$ cat config.mk
export PLATFORM = sky130hd
export DESIGN_NAME = hash_tail_pad
export DESIGN_NICKNAME = d
export VERILOG_FILES = /design/src/rtl/hpad_pkg.sv /design/src/rtl/hpad_calc.sv /design/src/rtl/hpad_emit.sv /design/src/rtl/hash_tail_pad.sv
export SDC_FILE = /design/constraint.sdc
export NUM_CORES = 1
export LEC_CHECK = 0
export BUFFER_PORTS_ARGS = -buffer_cell sky130_fd_sc_hd__buf_2
export CORE_MARGIN = 2
export CORE_UTILIZATION = 45
export DETAILED_ROUTE_END_ITERATION = 10
export PLACE_DENSITY = 0.67
export SLEW_MARGIN = 30
export SYNTH_ARGS = -nofsm -noshare
export SYNTH_HDL_FRONTEND = slang
export SYNTH_HIERARCHICAL = 1
export SYNTH_SLANG_ARGS = --single-unit
$ cat constraint.sdc
create_clock -name clk -period 6.2 [get_ports clk]
set_input_delay 1.55 -clock clk [delete_from_list [all_inputs] [get_ports clk]]
set_output_delay 1.55 -clock clk [all_outputs]
set_load 0.01 [all_outputs]
$ cat src/rtl/hpad_pkg.sv
package hpad_pkg;

  localparam int unsigned HP_WORD_W = 32;
  localparam int unsigned HP_BLK_B  = 64;

  // first word: keep low nb bytes, marker byte at position nb
  function automatic logic [HP_WORD_W-1:0] hp_marker(input logic [HP_WORD_W-1:0] w,
                                                    input logic [1:0] nb);
    logic [HP_WORD_W-1:0] keep;
    keep = (32'h1 << {nb, 3'b000}) - 32'h1;
    return (w & keep) | (32'h80 << {nb, 3'b000});
  endfunction

  // zero words between marker word and length pair
  function automatic logic [4:0] hp_zero_words(input logic [5:0] cmod, input logic [1:0] nb);
    logic [7:0] fill;
    logic [7:0] floor_b;
    logic [7:0] gap;
    fill    = 8'(HP_BLK_B) - {2'b00, cmod};
    floor_b = (nb == 2'd0) ? 8'd12 : 8'd8;
    if (fill < floor_b) fill = fill + 8'(HP_BLK_B);
    gap = fill - floor_b;
    return gap[6:2];
  endfunction

  function automatic logic [31:0] hp_bswap(input logic [31:0] w);
    return {w[7:0], w[15:8], w[23:16], w[31:24]};
  endfunction

  // returns {first_length_word, second_length_word}
  function automatic logic [63:0] hp_len_pair(input logic [63:0] bits, input logic sha);
    if (sha) return {hp_bswap(bits[63:32]), hp_bswap(bits[31:0])};
    else     return {bits[31:0], bits[63:32]};
  endfunction

endpackage

$ cat src/rtl/hpad_calc.sv
module hpad_calc #(
  parameter int unsigned CNT_W = 61,
  parameter int unsigned IDX_W = 6
) (
  input  logic             clk,
  input  logic             rst_n,
  input  logic             sha,
  input  logic [1:0]       nb,
  input  logic [CNT_W-1:0] cnt,
  input  logic [31:0]      word,
  output logic [31:0]      marker,
  output logic [31:0]      len_first,
  output logic [31:0]      len_second,
  output logic [IDX_W-1:0] n_words
);
  import hpad_pkg::*;

  logic [63:0] bit_len;
  logic [63:0] len_pair;
  logic [4:0]  zeros;

  always_comb begin
    bit_len    = 64'(cnt) << 3;
    len_pair   = hp_len_pair(bit_len, sha);
    len_first  = len_pair[63:32];
    len_second = len_pair[31:0];
    marker     = hp_marker(word, nb);
    zeros      = hp_zero_words(cnt[5:0], nb);
    n_words    = IDX_W'(zeros) + IDX_W'(3);
  end

  p_word_cap_r10: assert property (@(posedge clk) disable iff (!rst_n)
    (n_words <= IDX_W'(32)) && (n_words >= IDX_W'(3)));

endmodule

$ cat src/rtl/hpad_emit.sv
module hpad_emit #(
  parameter int unsigned IDX_W = 6
) (
  input  logic             clk,
  input  logic             rst_n,
  input  logic             start,
  input  logic [IDX_W-1:0] n_words,
  input  logic [31:0]      marker,
  input  logic [31:0]      len_first,
  input  logic [31:0]      len_second,
  input  logic             out_ready,
  output logic             out_valid,
  output logic [31:0]      out_data,
  output logic             out_last,
  output logic             idle,
  output logic             load
);
  logic             busy;
  logic [IDX_W-1:0] idx;
  logic             beat;
  logic             done_beat;
  logic [IDX_W-1:0] last_idx;
  logic [IDX_W-1:0] len_idx;

  assign last_idx  = n_words - IDX_W'(1);
  assign len_idx   = n_words - IDX_W'(2);
  assign load      = start && !busy;
  assign out_valid = busy;
  assign idle      = !busy;
  assign out_last  = busy && (idx == last_idx);
  assign beat      = out_valid && out_ready;
  assign done_beat = beat && out_last;

  always_comb begin
    if (idx == '0)            out_data = marker;
    else if (idx == len_idx)  out_data = len_first;
    else if (idx == last_idx) out_data = len_second;
    else                      out_data = '0;
  end

  always_ff @(posedge clk) begin
    if (!rst_n) begin
      busy <= 1'b0;
      idx  <= '0;
    end else if (load) begin
      busy <= 1'b1;
      idx  <= '0;
    end else if (done_beat) begin
      busy <= 1'b0;
      idx  <= '0;
    end else if (beat) begin
      idx <= idx + IDX_W'(1);
    end
  end

  p_hold_r8: assert property (@(posedge clk) disable iff (!rst_n)
    (out_valid && !out_ready) |=> (out_valid && $stable(out_data)));

  p_idx_bound_r3: assert property (@(posedge clk) disable iff (!rst_n)
    busy |-> (idx < n_words));

  p_idle_after_last_r11: assert property (@(posedge clk) disable iff (!rst_n)
    done_beat |=> idle);

  p_last_valid_r7: assert property (@(posedge clk) disable iff (!rst_n)
    out_last |-> out_valid);

  p_valid_after_load_r11: assert property (@(posedge clk) disable iff (!rst_n)
    load |=> (out_valid && out_data == marker));

endmodule

$ cat src/rtl/hash_tail_pad.sv
module hash_tail_pad #(
  parameter int unsigned CNT_W = 61,
  parameter int unsigned IDX_W = 6
) (
  input  logic             clk,
  input  logic             rst_n,
  input  logic             start,
  input  logic             use_sha1,
  input  logic [31:0]      tail_word,
  input  logic [1:0]       tail_bytes,
  input  logic [CNT_W-1:0] byte_count,
  input  logic             out_ready,
  output logic             out_valid,
  output logic [31:0]      out_data,
  output logic             out_last,
  output logic             idle
);
  logic             sha_q;
  logic [1:0]       nb_q;
  logic [CNT_W-1:0] cnt_q;
  logic [31:0]      word_q;
  logic             load;
  logic [31:0]      marker;
  logic [31:0]      len_first;
  logic [31:0]      len_second;
  logic [IDX_W-1:0] n_words;

  always_ff @(posedge clk) begin
    if (!rst_n) begin
      sha_q  <= 1'b0;
      nb_q   <= '0;
      cnt_q  <= '0;
      word_q <= '0;
    end else if (load) begin
      sha_q  <= use_sha1;
      nb_q   <= tail_bytes;
      cnt_q  <= byte_count;
      word_q <= tail_word;
    end
  end

  hpad_calc #(.CNT_W(CNT_W), .IDX_W(IDX_W)) i_calc (
    .clk(clk), .rst_n(rst_n), .sha(sha_q), .nb(nb_q), .cnt(cnt_q), .word(word_q),
    .marker(marker), .len_first(len_first), .len_second(len_second), .n_words(n_words)
  );

  hpad_emit #(.IDX_W(IDX_W)) i_emit (
    .clk(clk), .rst_n(rst_n), .start(start), .n_words(n_words), .marker(marker),
    .len_first(len_first), .len_second(len_second), .out_ready(out_ready),
    .out_valid(out_valid), .out_data(out_data), .out_last(out_last), .idle(idle),
    .load(load)
  );

  p_start_ignored_r9: assert property (@(posedge clk) disable iff (!rst_n)
    (start && !idle) |=> ($stable(cnt_q) && $stable(word_q) && $stable(sha_q) && $stable(nb_q)));

endmodule

After elaboration in Yosys (flattened, before gate mapping) --
Index checks and enable logic that the tools add are counted.
Cells by class: add/sub/neg operators 8, order comparisons 1, equal/unequal tests 2, shifts and indexed selects 2, multiplexer cells 8, bitwise operators 3, reductions and logical operators 9
Operators by type and width (number):
- 32-bit 2-to-1 mux | 3
- 64-bit 2-to-1 mux | 1
- 32-bit AND | 1
- 32-bit OR | 1
- 1-bit by 5-bit << shifter with 32-bit output (first input constant) | 1
- 8-bit by 5-bit << shifter with 32-bit output (first input constant) | 1
- 32-bit by 1-bit subtractor with 32-bit output (second input constant) | 1
- 6-bit equality test | 2
- 8-bit by 4-bit < comparator with 1-bit output | 1
- 7-bit by 6-bit subtractor with 8-bit output (first input constant) | 1
- 7-bit adder (second input constant) | 1
- 7-bit 2-to-1 mux | 1
- 7-bit subtractor | 1
- 5-bit by 2-bit adder with 6-bit output (second input constant) | 1
- 6-bit by 1-bit adder with 6-bit output (second input constant) | 1
- 6-bit logical NOT | 1
- 6-bit by 1-bit subtractor with 6-bit output (second input constant) | 1
- 6-bit by 2-bit subtractor with 6-bit output (second input constant) | 1
- 1-bit logical AND | 4
- 3-bit 2-to-1 mux | 1
- 3-bit OR reduction | 1
- 2-bit logical NOT | 1
- 1-bit 2-to-1 mux | 2
- 2-bit nonzero test | 1
- 2 further kinds | 2
Word-level totals: register bits after elaboration 103, input bits 100, output and inout port bits 35, logic and storage cells 39

Longest topological paths before layout --
Gate-level depths: netlist of the first run.
word-level depth 12, depth in mapped cells 16, depth with buffers taken out 15

Cells and area by module --
The synthesis of the first run kept the hierarchy.
By module, submodules not included:
- hash_tail_pad | instances 1, cells each 309, area an instance 3662.3 µm², sequential area each 1921.8 µm²
- hpad_emit | instances 1, cells each 236, area an instance 1562.7 µm², sequential area each 140.1 µm²
- hpad_calc | instances 1, cells each 144, area an instance 1212.4 µm², sequential area each 0.0 µm²

Worst setup path after synthesis of the first run --
OpenSTA, ideal clock, no wires.
path type reg-to-output, from register cnt_q[2], to output port out_data[10], arrival time 3425 ps, data required time 4650 ps, setup slack 1225 ps, cell stages (with the launch flop) 17, path buffers 1, cells stage by stage dfxtp_1 > nor3_2 > nand2b_1 > ha_1 > inv_1 > ha_1 > inv_1 > ha_1 > xnor2_1 > inv_1 > ha_1 > xnor2_1 > nor3_1 > clkbuf_1 > nand4_1 > o21ai_0 > a31o_1
On the way: longest elaborated chain between the ends 10, elaborated cells on any way between the ends 13, classes of those cells 6 x add/sub; 1 x order compare; 2 x eq/ne; 4 x mux
Ends and longest elaborated chain:
- start, declared | RTL line hash_tail_pad.sv:20 | logic [CNT_W-1:0] cnt_q;
- start signal, assigned | RTL line hash_tail_pad.sv:37 | cnt_q <= byte_count;
- 7-bit by 6-bit subtractor with 8-bit output * | RTL line hpad_pkg.sv:19 | fill = 8'(HP_BLK_B) - {2'b00, cmod};
- 7-bit adder or 8-bit by 4-bit < comparator with 1-bit output (tied branches) | RTL line hpad_pkg.sv:21 | if (fill < floor_b) fill = fill + 8'(HP_BLK_B);
- 7-bit 2-to-1 mux * | RTL line hpad_pkg.sv:21
- 7-bit subtractor * | RTL line hpad_pkg.sv:22 | gap = fill - floor_b;
- 5-bit by 2-bit adder with 6-bit output * | RTL line hpad_calc.sv:29 | n_words = IDX_W'(zeros) + IDX_W'(3);
- named net n_words[2] | RTL line hash_tail_pad.sv:26 | logic [IDX_W-1:0] n_words;
- 6-bit by 1-bit subtractor with 6-bit output | RTL line hpad_emit.sv:25 | assign last_idx = n_words - IDX_W'(1);
- 6-bit equality test | RTL line hpad_emit.sv:37 | else if (idx == last_idx) out_data = len_second;
- 32-bit 2-to-1 mux | RTL line hpad_emit.sv:37
- 32-bit 2-to-1 mux * | RTL line hpad_emit.sv:36 | else if (idx == len_idx) out_data = len_first;
- 32-bit 2-to-1 mux * | RTL line hpad_emit.sv:35 | if (idx == '0) out_data = marker;
- end, declared | RTL line hash_tail_pad.sv:14 | output logic [31:0] out_data,
Mark *: on every way through the listed nets, which the timed path passes. The rest lies on a longest branch.

Worst setup path in the final report of the first run --
from register cnt_q[2], to output port out_data[24]
The elaborated chain is that of the path after synthesis.

==> results of run 1 <==
## state kept, by name (all words and copies together), names as in the netlist
name and cells:
i_emit/out_valid 1, nb_q 2, sha_q 1, word_q 30
i_emit/idx 6, cnt_q 61
## repair_timing
action	4_1_cts	5_1_grt
resized for setup	2	5
setup endpoints to repair	32	32
hold buffers	0	0
## worst min-delay path, cell delays in order (launching register included)
cell and delay (ns):
dfxtp_1 0.32, mux2i_1 0.06, nor2b_1 0.09
## stage by stage
step	std cells	worst slack [ns]	power (mW)
3_5_place_dp	948	-0.0257	1.32
4_1_cts	963	0.132	1.85
5_1_grt	963	-0.0586	1.96
6_report	963	0.295	1.86
2_1_floorplan	684	1.22	1.18
3_3_place_gp	947	0.132	1.29
## routing by layer
metal  GRT usage  vias to the layer above  share of wire
met5           0                        -              0
met4      0.0718                        0          0.016
met3      0.0304                       18          0.055
met2       0.311                      168           0.41
met1       0.337                     2429           0.51
li1            -                     2590              -
## final timing paths
path,depth (start not counted),startpoint,slack (ns),endpoint
worst max-delay path,16,cnt_q[2]$_SDFFE_PN0P_,0.29,out_data[24]
worst min-delay path,2,word_q[0]$_SDFFE_PN0P_,0.51,word_q[0]$_SDFFE_PN0P_
worst max register to register,15,cnt_q[2]$_SDFFE_PN0P_,2.49,i_emit/idx[0]$_SDFFE_PP0P_
worst min register to register,2,word_q[0]$_SDFFE_PN0P_,0.51,word_q[0]$_SDFFE_PN0P_
## cell usage in the layout, fill, tap and decap left out, drive strengths merged, types with 4 or more instances in the layout
cell type,n
xor2,8
mux2i,94
nand4,35
nand2b,6
inv,14
o21ai,39
nor2,5
a21oi,6
nor2b,108
clkbuf,12
and3,8
dfxtp,101
a31o,32
nand2,43
buf,142
a211oi,4
ha,9
and2,19
mux2,57
xnor2,11
nor4,4
## cell type report
class                           instances  area (um^2)
Inverter                               13         48.8
Sequential cell                       101         2020
Multi-Input combinational cell        512         3980
Tap cell                              180          225
Clock inverter                          3         21.3
Fill cell                            1251         6540
Clock buffer                           12          246
Timing Repair Buffer                  142          739
## power groups by stage
stage               Sequential (mW)  Combinational [mW]  Clock, mW
floorplan                     0.722               0.458          0
global placement              0.736               0.556          0
detailed placement            0.739               0.578          0
CTS                           0.725               0.581      0.541
global route                  0.731               0.662      0.566
finish                        0.726               0.603      0.529
==> results.py, run 1 <==
metrics = {
    "worst_setup_path": {
        "worst_ep_required_time_ns": 4.65,
        "critical_path_class": "reg -> out",
        "path_cells": "nor3_2 > nand2b_1 > ha_1 > inv_1 > ha_1 > xnor2_1 > xnor2_1 > a21boi_1 > xnor2_2 > nor3b_1 > nand2_1 > xnor2_1 > nor4_4 > buf_4 > a31o_1 > buf_2",
        "start_kind": "flop",
        "cp_common_cell": "xnor2_1",
        "worst-path-max-fanout": 28,
        "crit_arrival_ns": 4.36,
        "cp-end-kind": "output port",
        "cpLargestDelayFamily": "simple AND/OR/NAND/NOR gates",
        "cpPeakStageDelay_ns": 0.38,
        "critPathSlowestCell": "dfxtp_1",
        "critical_path_buf_inv_count": 3,
    },
    "route": {
        "ant_nets": 0,
        "via_count": 5205,
        "avgRoutedWirePerCell_um": 17.2,
        "drc_errors": 0,
        "drt-vias-per-instance": 5.40,
        "wl_mm": 16.6,
        "dr.pass1.iters": 5,
        "drt_iter0_drc": 387,
    },
    "pwr": {
        "p_switching_uw": 654,
        "intPower_mw": 1.20,
        "swShare": 0.352,
        "peakVddDrop_mv": 0.128,
        "p_clk_frac": 0.285,
        "combPwrFrac": 0.325,
        "p_leak_nw": 3.05,
        "pwr-share-seq": 0.391,
        "power_density_nw_per_um2": 255,
    },
    "cells_and_area": {
        "nNetsFinal": 888,
        "utilization": 0.527,
        "area_growth_pct": 14.4,
        "layout-drive-gt1-share": 0.292,
        "antenna_cells": 0,
        "fin_area_um2": 7280,
    },
    "clock_network": {
        "cts.sinks": 101,
        "cts_htree_levels": 3,
        "cts_tree": "yes",
        "clkTransAtPathRegs_ns": 0.06,
        "cts_buffers": 9,
        "clockBufferDepth": 2,
        "clock-root-buffer": "clkbuf_16",
        "worstSkewPairLatency_ns": 0.35,
        "cts_setup_buffers": 0,
    },
    "yosys": {
        "syn_inst": 683,
        "syn_avg_cell_area_um2": 9.32,
        "netlist_area_um2": 6360,
        "yosys_warnings": 6,
    },
    "grt": {
        "antenna_found_initial": 0,
        "grt_pass1_wl_mm": 25.8,
        "grt-ovfl-total": 0,
        "grt_max_degree": 65,
        "grtUsageTotal": 0.219,
        "grt_pass1_vias": 4998,
    },
    "die": {
        "ioPinCount": 135,
        "die_x_um": 123,
        "core_region_area_um2": 13800,
        "start_util": 0.460,
        "die_h_um": 123,
        "dieArea_um2": 15100,
        "fp-row-count": 43,
    },
    "sta": {
        "hold_ws_ns": 0.512,
        "clock_skew_ns": 0.00669,
        "fmax_ghz": 0.169,
        "period_needed_ns": 5.91,
        "period_share": 0.952,
        "maxSlewHeadroom": 0.349,
        "tightest_slew_ns": 0.977,
        "final_max_slew_viol_count": 0,
        "fin_setup_tns_ns": 0,
        "setup_viol": 0,
        "hold_viol": 0,
    },
    "placement": {
        "dp_hpwl_mm": 11.8,
        "dpl_cell_area_um2": 6980,
        "port_buffers": 132,
        "gp_congestion": 0.825,
    },
    "outcome": {
        "status": "finished clean",
    },
    "worst_hold_path": {
        "hold_class": "reg -> reg",
    },
    "flow_run": {
        "drv_cap": 0,
    },
}
Note: power is estimated with default switching activity, not from simulation.
==> run 2, diff against run 1 <==
CORE_MARGIN = 3   (was 2)
==> run 2 against run 1 <==
Against the previous run:
- clock skew is 0.0023 ns lower
- hold slack better by 0.0089 ns
- first-iteration DRC count decreased by 8.5%
- fmax down 1.4%
- worst setup slack got worse by 0.084 ns
- non-clock buffer count decreased by 2
- critical endpoint is now out_data[10]
- largest power group unchanged
- highest routed layer unchanged
==> results.py, run 2 (synthesis results as in run 1) <==
metrics = {
    "outcome": {
        "status": "finished clean",
    },
    "clock_network": {
        "clkTransAtPathRegs_ns": 0.06,
        "clock-root-buffer": "clkbuf_16",
        "cts_htree_levels": 3,
        "cts_hold_buf": 0,
        "cts_tree": "yes",
        "ctsResizeCount": 2,
        "clockBufferDepth": 2,
        "cts_buffers": 9,
        "cts_setup_buffers": 0,
        "worstSkewPairLatency_ns": 0.35,
        "cts.sinks": 101,
    },
    "cells_and_area": {
        "most-common-layout-cells": "buf_2, nor2b_1, dfxtp_1",
        "seqCellArea_um2": 2020,
        "nNetsFinal": 886,
        "mostFrequentLayoutCell": "buf_2",
        "layout-drive-gt1-share": 0.293,
        "utilization": 0.537,
        "largestRegisters": "cnt_q (61), word_q (30), i_emit/idx (6)",
        "multi_input_area_um2": 3970,
        "top_register": "cnt_q",
        "n_fill_cell": 1268,
        "final_cell_count_no_fill": 957,
        "antenna_cells": 0,
        "area_growth_pct": 14.5,
        "largest_register_ffs": 61,
    },
    "worst_setup_path": {
        "r2r_start": "cnt_q[2]$_SDFFE_PN0P_",
        "cp-end-kind": "output port",
        "start_kind": "flop",
        "worst-path-max-fanout": 32,
        "worst_ep_required_time_ns": 4.65,
        "startpoint": "cnt_q[2]$_SDFFE_PN0P_",
        "r2r_end": "i_emit/idx[0]$_SDFFE_PP0P_",
        "critical_path_class": "reg -> out",
        "reg2regPathDepth": 15,
        "crit_end": "out_data[10]",
        "regToRegSetupSlack_ns": 2.51,
        "crit_arrival_ns": 4.44,
    },
    "sta": {
        "fmax_ghz": 0.167,
        "clock_skew_ns": 0.00435,
        "setup_viol": 0,
        "period_needed_ns": 5.99,
        "final_max_slew_viol_count": 0,
        "hold_viol": 0,
        "rsz0062_at_grt": "no",
        "timing.final.ws_setup_ns": 0.211,
        "tightest_slew_ns": 0.912,
        "maxSlewHeadroom": 0.390,
        "fin_setup_tns_ns": 0,
        "period_share": 0.966,
    },
    "route": {
        "avgRoutedWirePerCell_um": 17.5,
        "dr.pass1.iters": 5,
        "via_count": 5184,
        "wl_mm": 16.7,
        "drt_iter0_drc": 354,
        "drt-vias-per-instance": 5.42,
        "ant_nets": 0,
        "drc_errors": 0,
    },
    "grt": {
        "grt_pass1_vias": 4968,
        "grtUsageTotal": 0.210,
        "grt_max_degree": 99,
        "antenna_found_initial": 0,
        "grt-ovfl-total": 0,
        "grt_pass1_wl_mm": 26.7,
    },
    "die": {
        "ioPinCount": 135,
        "die_h_um": 125,
        "dieArea_um2": 15600,
        "core_region_area_um2": 13600,
        "start_util": 0.469,
        "fp-row-count": 42,
        "die_x_um": 125,
    },
    "placement": {
        "port_buffers": 132,
        "gp_congestion": 0.876,
        "dp.cells": 942,
        "place_ws_ns": -0.0362,
        "dp_hpwl_mm": 12.0,
    },
    "pwr": {
        "peakVddDrop_mv": 0.148,
        "p_leak_nw": 3.05,
        "design_power_total_mw": 1.90,
        "power_density_nw_per_um2": 260,
    },
    "worst_hold_path": {
        "hold_class": "reg -> reg",
    },
    "flow_run": {
        "drv_cap": 0,
    },
}
## run 2: cell types whose count changed in the layout (fill, tap and decap cells not counted), sizes merged
cell	delta
clkinv	+1
inv	-1
buf	-2
clkbuf	-1
bufinv	+1
## run 2: power by group
group          internal, mW  switching (mW)  total, mW
Combinational         0.232           0.368      0.600
Sequential            0.688          0.0383      0.726
Clock                 0.331           0.240      0.571
## run 2: worst max-delay path, cell delays in order (launching register included)
cell and delay [ns]:
dfxtp_1 0.39, nor3_2 0.34, nand2b_1 0.16, ha_1 0.18, inv_1 0.10, ha_1 0.29
inv_1 0.08, ha_1 0.25, a21boi_0 0.28, o32a_1 0.21, a21oi_2 0.06, xnor2_1 0.40
a21oi_1 0.20, nor4_4 0.33, buf_4 0.40, a31o_1 0.26, buf_2 0.15
## run 2: per-stage QoR
| stage | area, um^2 | hold WS (ns) |
|---|---|---|
| after floorplan | 6370 | 0.474 |
| after global placement | 6950 | 0.498 |
| after detailed placement | 6960 | 0.497 |
| after CTS | 7260 | 0.516 |
| after global routing | 7290 | 0.549 |
| final | 7290 | 0.520 |
## run 2: layout make-up
type                    count  share of cell area
multi-input cells         512               0.545
flip-flops and latches    101               0.278
repair buffers            140              0.0989
clock buffers              11              0.0347
well taps                 176              0.0302
inverters                  13             0.00670
clock inverters             4             0.00652
## run 2: worst min path at each step
stage,startpoint,to,slack [ns],cells after the start
after floorplan,word_q[25]$_SDFFE_PN0P_,word_q[25]$_SDFFE_PN0P_,0.47,2
after global placement,word_q[17]$_SDFFE_PN0P_,word_q[17]$_SDFFE_PN0P_,0.50,2
after detailed placement,word_q[16]$_SDFFE_PN0P_,word_q[16]$_SDFFE_PN0P_,0.50,2
after CTS,word_q[16]$_SDFFE_PN0P_,word_q[16]$_SDFFE_PN0P_,0.52,2
after global routing,word_q[2]$_SDFFE_PN0P_,word_q[2]$_SDFFE_PN0P_,0.55,2
final,word_q[11]$_SDFFE_PN0P_,word_q[11]$_SDFFE_PN0P_,0.52,2
## run 2: metal layers
metal  wire length (um)  global-route usage  part of all wire
met5                  0                   0                 0
met4                265              0.0663             0.016
met3               1020              0.0422             0.061
met2               6990               0.298              0.42
met1               8420               0.318              0.50
